`src/rtl/slot_bridge_pkg.sv`:
```
// Shared constants for the dual-mode slot bridge: window geometry,
// the offsets decoded in EEPROM mode, and the fixed read-back bytes.
package slot_bridge_pkg;
    localparam int OFS_W  = 4;
    localparam int BYTE_W = 8;
    localparam int NC_W   = 16;

    localparam logic [OFS_W-1:0] OFS_CLK_PULL = 4'h4;
    localparam logic [OFS_W-1:0] OFS_CLK_FREE = 4'h5;
    localparam logic [OFS_W-1:0] OFS_DAT_PULL = 4'h6;
    localparam logic [OFS_W-1:0] OFS_DAT_FREE = 4'h7;
    localparam logic [OFS_W-1:0] OFS_DAT_SENSE = 4'h8;
    localparam logic [OFS_W-1:0] OFS_MODE     = 4'hF;

    localparam logic [BYTE_W-1:0] ID_BYTE    = 8'h33;
    localparam logic [BYTE_W-1:0] EMPTY_BYTE = 8'hFF;
endpackage

```
`src/rtl/sbr_mode_reg.sv`:
```
// Write-only mode flag. It assumes the caller decodes the mode-offset write
// strobe. The flag clears to network mode (0) on reset.
module sbr_mode_reg (
    input  logic clk,
    input  logic rst_n,
    input  logic load,
    input  logic load_bit,
    output logic eeprom_mode
);
    // Purpose: hold the selected back-end.
    always_ff @(posedge clk) begin
        if (!rst_n)    eeprom_mode <= 1'b0;
        else if (load) eeprom_mode <= load_bit;
    end


    mode_load_chk: assert property (@(posedge clk) disable iff (!rst_n)
        load |=> eeprom_mode == $past(load_bit));

    mode_hold_chk: assert property (@(posedge clk) disable iff (!rst_n)
        !load |=> $stable(eeprom_mode));
endmodule

```
`src/rtl/sbr_lane_bridge.sv`:
```
// Combinational byte-to-lane bridge. It assumes NC_W is a multiple of BYTE_W
// and the number of lanes is a power of two. The low offset bits pick the
// lane and the upper bits form the register index.
module sbr_lane_bridge #(
    parameter int OFS_W  = 4,
    parameter int BYTE_W = 8,
    parameter int NC_W   = 16,
    localparam int LANES  = NC_W / BYTE_W,
    localparam int LANE_W = (LANES > 1) ? $clog2(LANES) : 1,
    localparam int IDX_W  = OFS_W - LANE_W
) (
    input  logic              en,
    input  logic              sel,
    input  logic              wr,
    input  logic [OFS_W-1:0]  ofs,
    input  logic [BYTE_W-1:0] wdata,
    input  logic [NC_W-1:0]   nc_rdata,
    output logic [IDX_W-1:0]  nc_idx,
    output logic [NC_W-1:0]   nc_wdata,
    output logic [LANES-1:0]  nc_be,
    output logic              nc_wr,
    output logic              nc_rd,
    output logic [BYTE_W-1:0] rd_byte
);
    logic [LANE_W-1:0] lane;

    // Purpose: split the offset into lane and index and raise the strobes.
    always_comb begin
        lane   = ofs[LANE_W-1:0];
        nc_idx = ofs[OFS_W-1:LANE_W];
        nc_wr  = en && sel && wr;
        nc_rd  = en && sel && !wr;
    end

    // Purpose: one generated slice per lane for write data and byte enable.
    for (genvar l = 0; l < LANES; l++) begin : g_lane
        always_comb begin
            nc_be[l] = nc_wr && (lane == LANE_W'(l));
            nc_wdata[l*BYTE_W +: BYTE_W] = (lane == LANE_W'(l)) ? wdata : '0;
        end
    end

    // Purpose: return the selected lane of the controller data.
    always_comb rd_byte = nc_rdata[lane*BYTE_W +: BYTE_W];
endmodule

```
`src/rtl/sbr_twowire_port.sv`:
```
// Bit-bang port for a two-wire EEPROM. The line controls are open-drain
// pull-low flags. It assumes the caller gates en with EEPROM mode. Read data
// is combinational from the offset and the wired data line.
module sbr_twowire_port
    import slot_bridge_pkg::*;
(
    input  logic              clk,
    input  logic              rst_n,
    input  logic              en,
    input  logic              sel,
    input  logic              wr,
    input  logic [OFS_W-1:0]  ofs,
    input  logic              sda_in,
    output logic              scl_pull_low,
    output logic              sda_pull_low,
    output logic [BYTE_W-1:0] rd_byte
);
    logic wr_hit;

    // Purpose: qualify a write aimed at this port.
    always_comb wr_hit = en && sel && wr;

    // Purpose: update the open-drain pull flags from the decoded offsets.
    always_ff @(posedge clk) begin
        if (!rst_n) begin
            scl_pull_low <= 1'b0;
            sda_pull_low <= 1'b0;
        end else if (wr_hit) begin
            case (ofs)
                OFS_CLK_PULL: scl_pull_low <= 1'b1;
                OFS_CLK_FREE: scl_pull_low <= 1'b0;
                OFS_DAT_PULL: sda_pull_low <= 1'b1;
                OFS_DAT_FREE: sda_pull_low <= 1'b0;
                default: ;
            endcase
        end
    end

    // Purpose: read-back mux for sense, identification and empty offsets.
    always_comb begin
        case (ofs)
            OFS_DAT_SENSE: rd_byte = {EMPTY_BYTE[BYTE_W-1:1], sda_in};
            OFS_MODE:      rd_byte = ID_BYTE;
            default:       rd_byte = EMPTY_BYTE;
        endcase
    end


    clk_pull_chk: assert property (@(posedge clk) disable iff (!rst_n)
        (wr_hit && ofs == OFS_CLK_PULL) |=> scl_pull_low);

    clk_free_chk: assert property (@(posedge clk) disable iff (!rst_n)
        (wr_hit && ofs == OFS_CLK_FREE) |=> !scl_pull_low);

    dat_pull_chk: assert property (@(posedge clk) disable iff (!rst_n)
        (wr_hit && ofs == OFS_DAT_PULL) |=> sda_pull_low);

    dat_free_chk: assert property (@(posedge clk) disable iff (!rst_n)
        (wr_hit && ofs == OFS_DAT_FREE) |=> !sda_pull_low);

    lines_hold_chk: assert property (@(posedge clk) disable iff (!rst_n)
        !wr_hit |=> $stable({scl_pull_low, sda_pull_low}));
endmodule

```
`src/rtl/sbr_irq_relay.sv`:
```
// One-stage registered relay from the controller interrupt to the slot line.
// It assumes nc_irq is synchronous to clk.
module sbr_irq_relay (
    input  logic clk,
    input  logic rst_n,
    input  logic irq_in,
    output logic irq_out
);
    // Purpose: register the interrupt level.
    always_ff @(posedge clk) begin
        if (!rst_n) irq_out <= 1'b0;
        else        irq_out <= irq_in;
    end


    irq_follow_chk: assert property (@(posedge clk) disable iff (!rst_n)
        $past(rst_n) |-> irq_out == $past(irq_in));
endmodule

```
`src/rtl/slot_bridge.sv`:
```
// Top of the dual-mode slot bridge. It decodes the mode write, steers each
// access to the lane bridge or the two-wire port, and selects the read data.
// It assumes single-cycle accesses qualified by sel.
module slot_bridge
    import slot_bridge_pkg::*;
(
    input  logic              clk,
    input  logic              rst_n,
    input  logic              sel,
    input  logic              wr,
    input  logic [OFS_W-1:0]  ofs,
    input  logic [BYTE_W-1:0] wdata,
    output logic [BYTE_W-1:0] rdata,
    output logic [2:0]        nc_idx,
    output logic [NC_W-1:0]   nc_wdata,
    output logic [1:0]        nc_be,
    output logic              nc_wr,
    output logic              nc_rd,
    input  logic [NC_W-1:0]   nc_rdata,
    input  logic              nc_irq,
    output logic              slot_irq,
    output logic              scl_pull_low,
    output logic              sda_pull_low,
    input  logic              sda_in
);
    logic              eeprom_mode;
    logic              mode_wr;
    logic              lane_en;
    logic [BYTE_W-1:0] lane_rd;
    logic [BYTE_W-1:0] wire_rd;

    // Purpose: decode the mode write and gate the network path.
    always_comb begin
        mode_wr = sel && wr && (ofs == OFS_MODE);
        lane_en = !eeprom_mode && !mode_wr;
    end

    sbr_mode_reg u_mode (
        .clk         (clk),
        .rst_n       (rst_n),
        .load        (mode_wr),
        .load_bit    (wdata[0]),
        .eeprom_mode (eeprom_mode)
    );

    sbr_lane_bridge #(.OFS_W(OFS_W), .BYTE_W(BYTE_W), .NC_W(NC_W)) u_lane (
        .en       (lane_en),
        .sel      (sel),
        .wr       (wr),
        .ofs      (ofs),
        .wdata    (wdata),
        .nc_rdata (nc_rdata),
        .nc_idx   (nc_idx),
        .nc_wdata (nc_wdata),
        .nc_be    (nc_be),
        .nc_wr    (nc_wr),
        .nc_rd    (nc_rd),
        .rd_byte  (lane_rd)
    );

    sbr_twowire_port u_wire (
        .clk          (clk),
        .rst_n        (rst_n),
        .en           (eeprom_mode),
        .sel          (sel),
        .wr           (wr),
        .ofs          (ofs),
        .sda_in       (sda_in),
        .scl_pull_low (scl_pull_low),
        .sda_pull_low (sda_pull_low),
        .rd_byte      (wire_rd)
    );

    sbr_irq_relay u_irq (
        .clk     (clk),
        .rst_n   (rst_n),
        .irq_in  (nc_irq),
        .irq_out (slot_irq)
    );

    // Purpose: pick the read byte from the active back-end.
    always_comb rdata = eeprom_mode ? wire_rd : lane_rd;


    one_lane_chk: assert property (@(posedge clk) disable iff (!rst_n)
        nc_wr |-> $countones(nc_be) == 1);

    strobe_excl_chk: assert property (@(posedge clk) disable iff (!rst_n)
        $onehot0({nc_wr, nc_rd}));

    eeprom_quiet_chk: assert property (@(posedge clk) disable iff (!rst_n)
        eeprom_mode |-> !(nc_wr || nc_rd));

    mode_nofwd_chk: assert property (@(posedge clk) disable iff (!rst_n)
        (sel && wr && ofs == OFS_MODE) |-> !nc_wr);
endmodule

```
`config.mk`:
```
export PLATFORM = sky130hd
export DESIGN_NAME = slot_bridge
export DESIGN_NICKNAME = d
export VERILOG_FILES = /design/src/rtl/slot_bridge_pkg.sv /design/src/rtl/sbr_mode_reg.sv /design/src/rtl/sbr_lane_bridge.sv /design/src/rtl/sbr_twowire_port.sv /design/src/rtl/sbr_irq_relay.sv /design/src/rtl/slot_bridge.sv
export SDC_FILE = /design/constraint.sdc
export NUM_CORES = 1
export LEC_CHECK = 0
export ABC_AREA = 1
export BUFFER_PORTS_ARGS = -buffer_cell sky130_fd_sc_hd__buf_2
export CAP_MARGIN = 20
export CORE_UTILIZATION = 32
export CTS_BUF_LIST = sky130_fd_sc_hd__clkbuf_4 sky130_fd_sc_hd__clkbuf_8
export CTS_CLUSTER_DIAMETER = 100
export DETAILED_ROUTE_END_ITERATION = 10
export PLACE_DENSITY = 0.92
export SYNTH_ARGS = -nofsm -noshare
export SYNTH_HDL_FRONTEND = slang
export SYNTH_SLANG_ARGS = --single-unit
```
`constraint.sdc`:
```
create_clock -name clk -period 1.37 [get_ports clk]
set_clock_uncertainty 0.15 [all_clocks]
set_input_delay 0.0685 -clock clk [delete_from_list [all_inputs] [get_ports clk]]
set_output_delay 0.0685 -clock clk [all_outputs]
set_load 0.02 [all_outputs]
```
# Word level (Yosys, flattened, before mapping)
# Index checks and enable logic that the tools add are counted.
[totals]
regBits = 4
elab_cells = 35
inputBits = 34
[classes]
shift = 1
bitwise = 1
reduce_logical = 17
eq_ne = 6
muxes = 6
[ops]
columns = ["cell", "n"]
rows = [
  ["8-bit 2-to-1 mux", 3],
  ["4-bit by 3-bit == test with 1-bit output (second input constant)", 4],
  ["8-bit case mux with 2 select lines", 1],
  ["16-bit by 5-bit indexed part select with 8-bit output", 1],
  ["1-bit logical AND", 10],
  ["4-bit == test (second input constant)", 2],
  ["1-bit case mux with 2 select lines", 2],
  ["2-bit AND reduction", 2],
  ["2-bit nonzero test", 2],
  ["1-bit logical NOT", 3],
  ["1-bit inverter", 1],
]

# Logic depth before layout (Yosys ltp)
# Gate-level depths: netlist of run 1.
[logic_depth]
depth_word = 7
depth_mapped = 6

# By module
# A second synthesis of run 1 with hierarchy kept.
[hier_totals]
cells_unflattened = 140
hier_area_um2 = 691.9
[by_module_without_submodules]
columns = ["module", "cells_per_inst", "seq_area_each_um2", "n_inst", "area_per_inst_um2"]
rows = [
  ["sbr_lane_bridge", 69, 0.0, 1, 306.5],
  ["sbr_twowire_port", 30, 40.0, 1, 176.4],
  ["slot_bridge", 32, 0.0, 1, 140.1],
  ["sbr_mode_reg", 6, 20.0, 1, 41.3],
  ["sbr_irq_relay", 3, 20.0, 1, 27.5],
]

# Least setup slack after synthesis of run 1
# No wires, ideal clock.
[synth_timing]
path_type = "register to output"
start = "register u_mode.eeprom_mode"
end = "output rdata[2]"
path_stages_with_launch = 4
setup_slack_ns = 0.109
t_arrival_ns = 1.042
path_buffers = 0
required_time_ns = 1.151
cell_sequence = "dfxtp_1 -> inv_2 -> o21ai_0 -> o21ai_0"
[synth_via]
elab_chain_len = 1
[synth_rtl]
columns = ["item", "line_no", "source"]
rows = [
  ["start: declaration", "sbr_mode_reg.sv:8", "output logic eeprom_mode"],
  ["start signal: assignment", "sbr_mode_reg.sv:13", "else if (load) eeprom_mode <= load_bit;"],
  ["8-bit 2-to-1 mux", "slot_bridge.sv:82", "always_comb rdata = eeprom_mode ? wire_rd : lane_rd;"],
  ["end: declaration", "slot_bridge.sv:13", "output logic [BYTE_W-1:0] rdata,"],
]
# No other way between the ends.

# Final worst setup path of run 1
[layout_timing]
start = "register u_mode.eeprom_mode"
end = "output rdata[4]"
# Same word-level chain as after synthesis.

==> results of run 1 <==
path summary, 6_finish.rpt:
kind | startpoint | to | slack [ns] | depth (start not counted)
worst max-delay path | u_mode.eeprom_mode$_SDFFE_PN0P_ | rdata[4] | 0.06 | 3
worst min-delay path | wdata[0] | u_mode.eeprom_mode$_SDFFE_PN0P_ | 0.03 | 5
worst max register to register | u_mode.eeprom_mode$_SDFFE_PN0P_ | u_wire.scl_pull_low$_SDFFE_PN0P_ | 0.07 | 6
worst min register to register | u_wire.sda_pull_low$_SDFFE_PN0P_ | u_wire.sda_pull_low$_SDFFE_PN0P_ | 0.33 | 2
repair_timing:
item                                    CTS  global route
endpoints found under the setup margin    7             8
gates resized for setup                   1             7
cloned                                    1             0
hold endpoints to repair                  4             1
pin swaps                                 0             1
hold buffers                              3             1
buffers inserted                          1             0
layout by cell type, fill, tap and decap left out, drive strengths merged:
cell	netlist	final
dlygate4sd3	0	3
buf	6	69
nor3	1	1
dfxtp	4	4
nand2	26	26
clkbuf	0	3
nor2	23	23
o21ai	10	10
a21oi	2	2
inv	23	23
nor3b	1	1
nand3	8	8
clkinvlp	0	1
or2	1	1
area by class of cell:
| type | count | share of cell area [%] |
|---|---|---|
| Sequential cell | 4 | 9.15 |
| Tap cell | 16 | 2.19 |
| Inverter | 23 | 9.70 |
| Clock buffer | 3 | 2.46 |
| Timing Repair Buffer | 72 | 42.1 |
| Multi-Input combinational cell | 72 | 33.9 |
| Timing Repair inverter | 1 | 0.546 |
routing by layer:
layer	vias up	track usage [%]	share of wire (%)
met1	366	26.2	42
met5	-	0	0
li1	452	-	-
met3	4	1.72	7.3
met2	33	34.2	49
met4	0	12.5	1.6
kinds of logic (layout without fill, tap and decap cells):
kind of cell / Yosys count / count (layout) / synth area share, %
buffers and inverters: 29 / 99 / 25.2
and+or+nand+nor: 60 / 60 / 48.0
AOI/OAI and AO/OA: 12 / 12 / 11.5
DFF: 4 / 4 / 15.3
registers in the layout, summed over array words and instances, names as in the netlist:
register	cells
u_wire.scl_pull_low	1
u_irq.irq_out	1
u_mode.eeprom_mode	1
u_wire.sda_pull_low	1
critical path: stages, from the launching register on:
cell and delay, ns:
dfxtp_4 0.39, clkinvlp_2 0.17, nand3_1 0.12, buf_2 0.16
where the power goes:
part / switching (mW) / total [mW] / internal (mW)
Clock: 0.0485 / 0.146 / 0.0980
Sequential: 0.00130 / 0.119 / 0.117
Combinational: 0.163 / 0.271 / 0.108
per-stage QoR:
step | power, mW | utilization [%] | worst slack (ns) | hold WS, ns
global route | 0.576 | 60.8 | 0.000918 | 0.0849
floorplan | 0.278 | - | 0.109 | 0.0120
finish | 0.536 | 60.8 | 0.0621 | 0.0322
global placement | 0.377 | 55.7 | 0.234 | 0.103
detailed placement | 0.383 | 55.7 | 0.198 | 0.105
CTS | 0.546 | 60.1 | 0.0284 | 0.0287
==> run_results.csv, run 1 <==
group,metric,value,unit
floorplan,core_area,0.00151,mm2
global_route,grt_max_degree,23,
yosys,synth_area_leaders,"nand2_1, nor2_1, dfxtp_1",
timing,worstMarginPinSlew,0.194,ns
clock_network,cts_inserted_buffers,3,
power_and_ir_drop,vdd_drop_max,0.458,mV
yosys,synth_cell_types,13,
route,via_per_inst,4.48,
floorplan,ios,68,
yosys,post-synth-top-area-cell,"nand2_1",
global_route,overflow,0,
yosys,synth-main-ff-cell,"dfxtp_1",
yosys,avgSynthCellArea,4.97,um2
timing,min_period_over_period,95.5,%
route,drtIter0Drc,16,
yosys,synth.most_common_cell,"nand2_1",
critical_path,critical_path_class,"flop to output pin",
power_and_ir_drop,power_density,586,mW/mm2
cells_and_area,area_growth,75.5,%
yosys,synth_area,522,um2
cells_and_area,num-nets-final,211,
yosys,synthCells,105,
route,ant_nets,0,
critical_path,critical_path_arrival,1.09,ns
timing,timing.final.crit_period,1.31,ns
power_and_ir_drop,power_leakage,0.626,nW
critical_path,critical_path_required,1.15,ns
cells_and_area,multiInputGateArea,310,um2
clock_network,cts-root-buf,"clkbuf_4",
placement,dp_hpwl,1.37,mm
yosys,synth_edf_count,0,
outcome,outcome,"finished, final reports clean",
floorplan,start_util,34.6,%
timing,hold_viol_final,0,
floorplan,die_w,42.4,um
floorplan,num_rows,14,
timing,fin_tns_setup,0,ns
yosys,synth_commonest_cells,"nand2_1, nor2_1, inv_1",
global_route,grt_pass1_wl,2.97,mm
route,route.detailed.drc,0,
timing,drv_slew,0,
timing,rsz0062_at_grt,"no",
clock_network,tritoncts,"yes",
global_route,grt_pass1_vias,752,
clock_network,cts.sinks,4,
clock_network,clk_latency,0.23,ns
yosys,synth_warnings,0,
critical_path,cp-end-kind,"output pin",
clock_network,clock_path_buffers,2,
global_route,antenna_found_initial,0,
placement,dpl_cell_area,840,um2
job,cap_violations,0,
cells_and_area,register_area,83.8,um2
yosys,synth_nets,139,
critical_path,crit_path_start_kind,"flop",
placement,dpl.cell_count,183,
route,drt_pre_antenna_iters,4,
timing,setup_violations,0,
cells_and_area,fin_cells,191,
clock_network,clk_pin_slew,0.04,ns
cells_and_area,fillerInstances,173,
timing,slew_headroom,87.1,%
global_route,grt_usage,20.8,%
critical_path,critPathMaxFanout,8,
route,drt_wl_total,1.72,mm
floorplan,die_h,42.4,um
hold_path,hp-class,"primary input to flop",
cells_and_area,drive_above_1_share,44.0,%
yosys,synth_seq_cells,4,
timing,fmax,0.765,GHz
placement,port_buffers,67,
yosys,asyncSetResetFlopFracSynth,0,%
cells_and_area,fin_area,916,um2
cells_and_area,diodes,0,
route,wire_per_inst,9.01,um
placement,gp_congestion,0.801,
route,num_vias,855,
yosys,synth_top_cell_area_share,18.7,%
floorplan,fp.dieArea,0.00180,mm2
clock_network,htreeDepth,1,
yosys,ys_seq_area_share,15.3,%
No activity file was read; power rests on OpenSTA's default activity.
==> run 2: changes to the inputs <==
Settings changed: RECOVER_POWER set to 50.
==> run 2 against run 1 <==
  * Worst hold slack worse by 0.00055 ns
  * Setup slack better by 0.0031 ns
  * Via count rose by 0.58%
  * Combinational power down 1%
  * Clock-buffer cell count unchanged
  * Clock power barely moved
  * Sequential cell count did not move
  * Critical path depth is the same
  * Highest routed layer unchanged
==> run_results.csv, run 2 (synthesized netlist as in run 1, its figures left out) <==
group,metric,value,unit
outcome,outcome,"finished, final reports clean",
global_route,grt_max_degree,23,
floorplan,fp.dieArea,0.00180,mm2
route,drt_pre_antenna_iters,4,
critical_path,crit_path_max_incr_delay,0.39,ns
hold_path,worstHoldPathCells,5,
cells_and_area,num-nets-final,211,
floorplan,start_util,34.6,%
route,drtIter0Drc,15,
critical_path,rr_worst_depth,6,
cells_and_area,diodes,0,
placement,port_buffers,67,
critical_path,path_cells,"clkinvlp_2 -> nand3_1 -> buf_2",
hold_path,hp-class,"primary input to flop",
critical_path,crit_path_start_kind,"flop",
power_and_ir_drop,p_int,0.318,mW
route,num_vias,860,
critical_path,critical_path_arrival,1.09,ns
placement,gp_congestion,0.801,
clock_network,cts.sinks,4,
critical_path,startpoint,"u_mode.eeprom_mode$_SDFFE_PN0P_",
power_and_ir_drop,power_density,592,mW/mm2
cells_and_area,final_cell_mix,"buf_2, nand2_1, nor2_1",
timing,slew_headroom,82.4,%
floorplan,die_w,42.4,um
clock_network,clock_path_buffers,2,
clock_network,cts_inserted_buffers,3,
timing,hold_viol_final,0,
hold_path,hold_start,"wdata[0]",
timing,fmax,0.766,GHz
route,drt_wl_total,1.72,mm
power_and_ir_drop,clkPwrFrac,27.6,%
timing,worstMarginPinSlew,0.265,ns
timing,min_period_over_period,95.2,%
global_route,grt_usage,20.8,%
critical_path,critical_path.slowest_cell,"dfxtp_4",
timing,timing.final.crit_period,1.30,ns
timing,rsz0062_at_grt,"no",
placement,dp_hpwl,1.37,mm
clock_network,clk_pin_slew,0.04,ns
critical_path,cp-end-kind,"output pin",
floorplan,core_area,0.00151,mm2
cells_and_area,layout_commonest_cell,"buf_2",
timing,fin_tns_setup,0,ns
timing,drv_slew,0,
critical_path,critPathMaxFanout,8,
cells_and_area,fin_cells,191,
cells_and_area,drive_above_1_share,36.0,%
global_route,antenna_found_initial,0,
timing,setup_violations,0,
critical_path,critical_path_class,"flop to output pin",
route,via_per_inst,4.50,
floorplan,num_rows,14,
global_route,grt_pass1_wl,2.97,mm
critical_path,r2r_setup_slack,0.08,ns
global_route,grt_pass1_vias,752,
critical_path,critical_path_required,1.15,ns
clock_network,tritoncts,"yes",
power_and_ir_drop,vdd_drop_max,0.459,mV
clock_network,cts-root-buf,"clkbuf_4",
clock_network,htreeDepth,1,
power_and_ir_drop,seqPwrFrac,22.3,%
power_and_ir_drop,sw_frac_of_total,40.2,%
placement,dpl.cell_count,183,
floorplan,die_h,42.4,um
power_and_ir_drop,p_sw,0.214,mW
global_route,overflow,0,
power_and_ir_drop,combPwrFrac,50.1,%
critical_path,r2r_start,"u_mode.eeprom_mode$_SDFFE_PN0P_",
clock_network,clk_latency,0.23,ns
power_and_ir_drop,power_leakage,0.577,nW
route,wire_per_inst,9.03,um
route,ant_nets,0,
floorplan,ios,68,
cells_and_area,area_growth,72.2,%
route,route.detailed.drc,0,
job,cap_violations,0,
## run 2: cell count changes in the layout (fill, tap and decap cells not counted), sizes merged
cell and change:
buf -14, clkbuf +14
## run 2: final cells by class
type | instances | area [um2]
tap | 16 | 20.0
sequential | 4 | 83.8
fill | 180 | 608
clock buffer | 3 | 22.5
timing repair inverter | 1 | 5.00
timing repair buffer | 72 | 368
inverter | 23 | 88.8
multi-input combinational | 72 | 310
## run 2: critical path, delay by kind of cell, from the launching register on
kind / cells / cell delay [ns]
flops: 1 / 0.39
simple gates: 1 / 0.12
buf+inv: 2 / 0.33
## run 2: power by group through the flow
stage | Combinational [mW] | Sequential, mW | Clock (mW)
2_1_floorplan | 0.154 | 0.124 | 0
3_3_place_gp | 0.255 | 0.122 | 0
3_5_place_dp | 0.261 | 0.122 | 0
4_1_cts | 0.269 | 0.120 | 0.157
5_1_grt | 0.295 | 0.119 | 0.157
6_report | 0.267 | 0.119 | 0.147
## run 2: through the flow
step / cell area [um2] / hold slack (ns) / setup slack (ns) / power, mW / utilization [%]
finish: 898 / 0.0316 / 0.0652 / 0.532 / 59.6
global placement: 840 / 0.103 / 0.234 / 0.377 / 55.7
global route: 898 / 0.0849 / 0.000918 / 0.571 / 59.6
detailed placement: 840 / 0.105 / 0.198 / 0.383 / 55.7
floorplan: 522 / 0.0120 / 0.109 / 0.278 / -
CTS: 906 / 0.0287 / 0.0284 / 0.546 / 60.1
## run 2: final timing paths
check | end
worst max-delay path | rdata[4]
worst min-delay path | u_mode.eeprom_mode$_SDFFE_PN0P_
worst max register to register | u_wire.scl_pull_low$_SDFFE_PN0P_
worst min register to register | u_wire.sda_pull_low$_SDFFE_PN0P_
## run 2: metal layers
| layer | GRT usage, % | wire [um] |
|---|---|---|
| met3 | 1.72 | 136 |
| met1 | 26.2 | 702 |
| met4 | 12.5 | 28 |
| met5 | 0 | 0 |
| met2 | 34.2 | 857 |
## run 2: timing repair
action / in CTS / in global routing
gates resized for setup: 1 / 7
cloned: 1 / 0
hold endpoints to repair: 4 / 1
pin swaps: 0 / 1
setup endpoints to repair: 7 / 8
buffers inserted: 1 / 0
hold buffers: 3 / 1
==> run 3: changes to the inputs <==
Settings changed: CORE_UTILIZATION 32 to 29, PLACE_DENSITY 0.92 to 0.89.
Clock period 1.37 ns to 1.1 ns, I/O delays scaled along.
==> run 3 against run 2 <==
  * The flow now finishes with violations (setup timing)
  * Largest power group unchanged
  * First-iteration DRC count down 33%
  * Sequential share of layout area down 1.5 points
  * Cell count up 6.8%
  * Clock power up 23%
  * Utilization up 7.8 points
  * Clock-buffer cell count unchanged
  * Sequential power up 24%
  * Combinational power up 51%
  * Design area up 20%
  * Critical path depth up 1
  * Setup slack worse by 0.20 ns
==> run_results.csv, run 3 (synthesized netlist as in run 1, its figures left out) <==
group,metric,value,unit
floorplan,start_util,32.7,%
route,via_per_inst,4.31,
route,wire_per_inst,8.84,um
outcome,outcome,"finished, violations left",
placement,dp_hpwl,1.53,mm
critical_path,crit_family,"flip-flops",
clock_network,clk_latency,0.23,ns
cells_and_area,drive_above_1_share,46.7,%
placement,dpl.cell_count,197,
cells_and_area,final_cell_mix,"buf_2, nand2_1, nor2_1",
timing,slew_headroom,82.8,%
placement,dpl_cell_area,910,um2
critical_path,path_cells,"inv_8 -> buf_4 -> nand3_1 -> buf_6",
global_route,grt_usage,17.5,%
floorplan,ios,68,
route,drtIter0Drc,10,
power_and_ir_drop,power_density,681,mW/mm2
critical_path,critical_path.slowest_cell,"dfxtp_4",
clock_network,tritoncts,"yes",
power_and_ir_drop,sw_frac_of_total,39.3,%
critical_path,crit_buf_inv,3,
placement,port_buffers,67,
cells_and_area,fin_util,67.4,%
route,drt_pre_antenna_iters,4,
timing,hold_viol_final,0,
floorplan,core_area,0.00159,mm2
timing,timing.final.crit_period,1.23,ns
cells_and_area,num-nets-final,216,
cells_and_area,area_growth,106,%
timing,timing.final.ws_setup,-0.130,ns
power_and_ir_drop,clkPwrFrac,24.8,%
power_and_ir_drop,p_int,0.444,mW
floorplan,die_h,44.4,um
cells_and_area,register_area,83.8,um2
clock_network,cts_inserted_buffers,3,
floorplan,fp.dieArea,0.00197,mm2
power_and_ir_drop,power_leakage,0.658,nW
route,drt_wl_total,1.80,mm
global_route,grt_max_degree,19,
cells_and_area,diodes,0,
critical_path,crit_path_max_incr_delay,0.39,ns
hold_path,hp-class,"primary input to flop",
placement,pre_cts_slack,0.000990,ns
global_route,grt_pass1_vias,715,
critical_path,critical_path_required,0.89,ns
clock_network,cts.sinks,4,
clock_network,cts-root-buf,"clkbuf_4",
critical_path,critical_path_arrival,1.02,ns
timing,drv_slew,0,
clock_network,clock_path_buffers,2,
timing,min_period_over_period,112,%
cells_and_area,fin_cells,204,
critical_path,cp-end-kind,"output pin",
cells_and_area,fin_area,0.00107,mm2
placement,gp_congestion,0.766,
critical_path,critical_path_class,"flop to output pin",
power_and_ir_drop,p_sw,0.287,mW
floorplan,die_w,44.4,um
timing,fmax,0.813,GHz
timing,rsz0062_at_grt,"yes",
critical_path,critPathMaxFanout,7,
timing,setup_violations,13,
cells_and_area,fillerInstances,156,
clock_network,htreeDepth,1,
route,ant_nets,0,
timing,holdWs,0.0564,ns
cells_and_area,layout_commonest_cell,"buf_2",
power_and_ir_drop,combPwrFrac,55.0,%
clock_network,clk_pin_slew,0.04,ns
global_route,antenna_found_initial,0,
floorplan,num_rows,14,
outcome,violations,"setup timing",
power_and_ir_drop,vdd_drop_max,0.594,mV
route,route.detailed.drc,0,
power_and_ir_drop,seqPwrFrac,20.2,%
critical_path,crit_path_start_kind,"flop",
global_route,overflow,0,
timing,worstMarginPinSlew,0.259,ns
route,num_vias,879,
global_route,grt_pass1_wl,2.63,mm
cells_and_area,multiInputGateArea,372,um2
job,cap_violations,0,
## run 3: stage by stage
| step | power [mW] | TNS (ns) |
|---|---|---|
| after global placement | 0.490 | 0 |
| final | 0.732 | -1.42 |
| after detailed placement | 0.499 | 0 |
| after CTS | 0.738 | -1.41 |
| after global routing | 0.787 | -2.16 |
| after floorplan | 0.355 | 0 |
## run 3: final timing paths
kind	from	endpoint	slack, ns	cells past startpoint
worst max-delay path	u_mode.eeprom_mode$_SDFFE_PN0P_	rdata[1]	-0.13	4
worst min-delay path	wdata[0]	u_mode.eeprom_mode$_SDFFE_PN0P_	0.06	5
worst max register to register	u_mode.eeprom_mode$_SDFFE_PN0P_	u_wire.scl_pull_low$_SDFFE_PN0P_	-0.09	7
worst min register to register	u_wire.scl_pull_low$_SDFFE_PN0P_	u_wire.scl_pull_low$_SDFFE_PN0P_	0.31	2
## run 3: cell type report
class,instances,share of cell area [%]
clock buffer,3,2.10
timing repair buffer,78,44.0
multi-input combinational,72,34.6
inverter,23,8.73
tap,24,2.79
sequential,4,7.80
## run 3: worst register-to-register path: stages (launching register included)
cell and delay (ns):
dfxtp_4 0.39, inv_8 0.05, buf_4 0.13, buf_6 0.11, nor2_4 0.08, nand3_2 0.07, nand2_1 0.07, nor2_1 0.04
## run 3: what timing repair did
action	CTS	global route
pin swaps	5	4
buffers inserted	1	1
hold buffers	2	0
gates resized for setup	35	7
hold endpoints to repair	4	0
setup endpoints to repair	12	13
## run 3: layer usage
layer  track usage [%]  wire (um)  up-vias
li1                  -          -      460
met1              17.0        680      370
met2              35.6        943       47
met3              2.04        160        2
met4              8.48         19        0
met5                 0          0        -
## run 3: power by group through the flow
stage	Sequential [mW]	Combinational [mW]	Clock, mW
finish	0.148	0.402	0.181
global route	0.148	0.435	0.204
floorplan	0.154	0.201	0
CTS	0.148	0.403	0.187
detailed placement	0.152	0.347	0
global placement	0.151	0.338	0
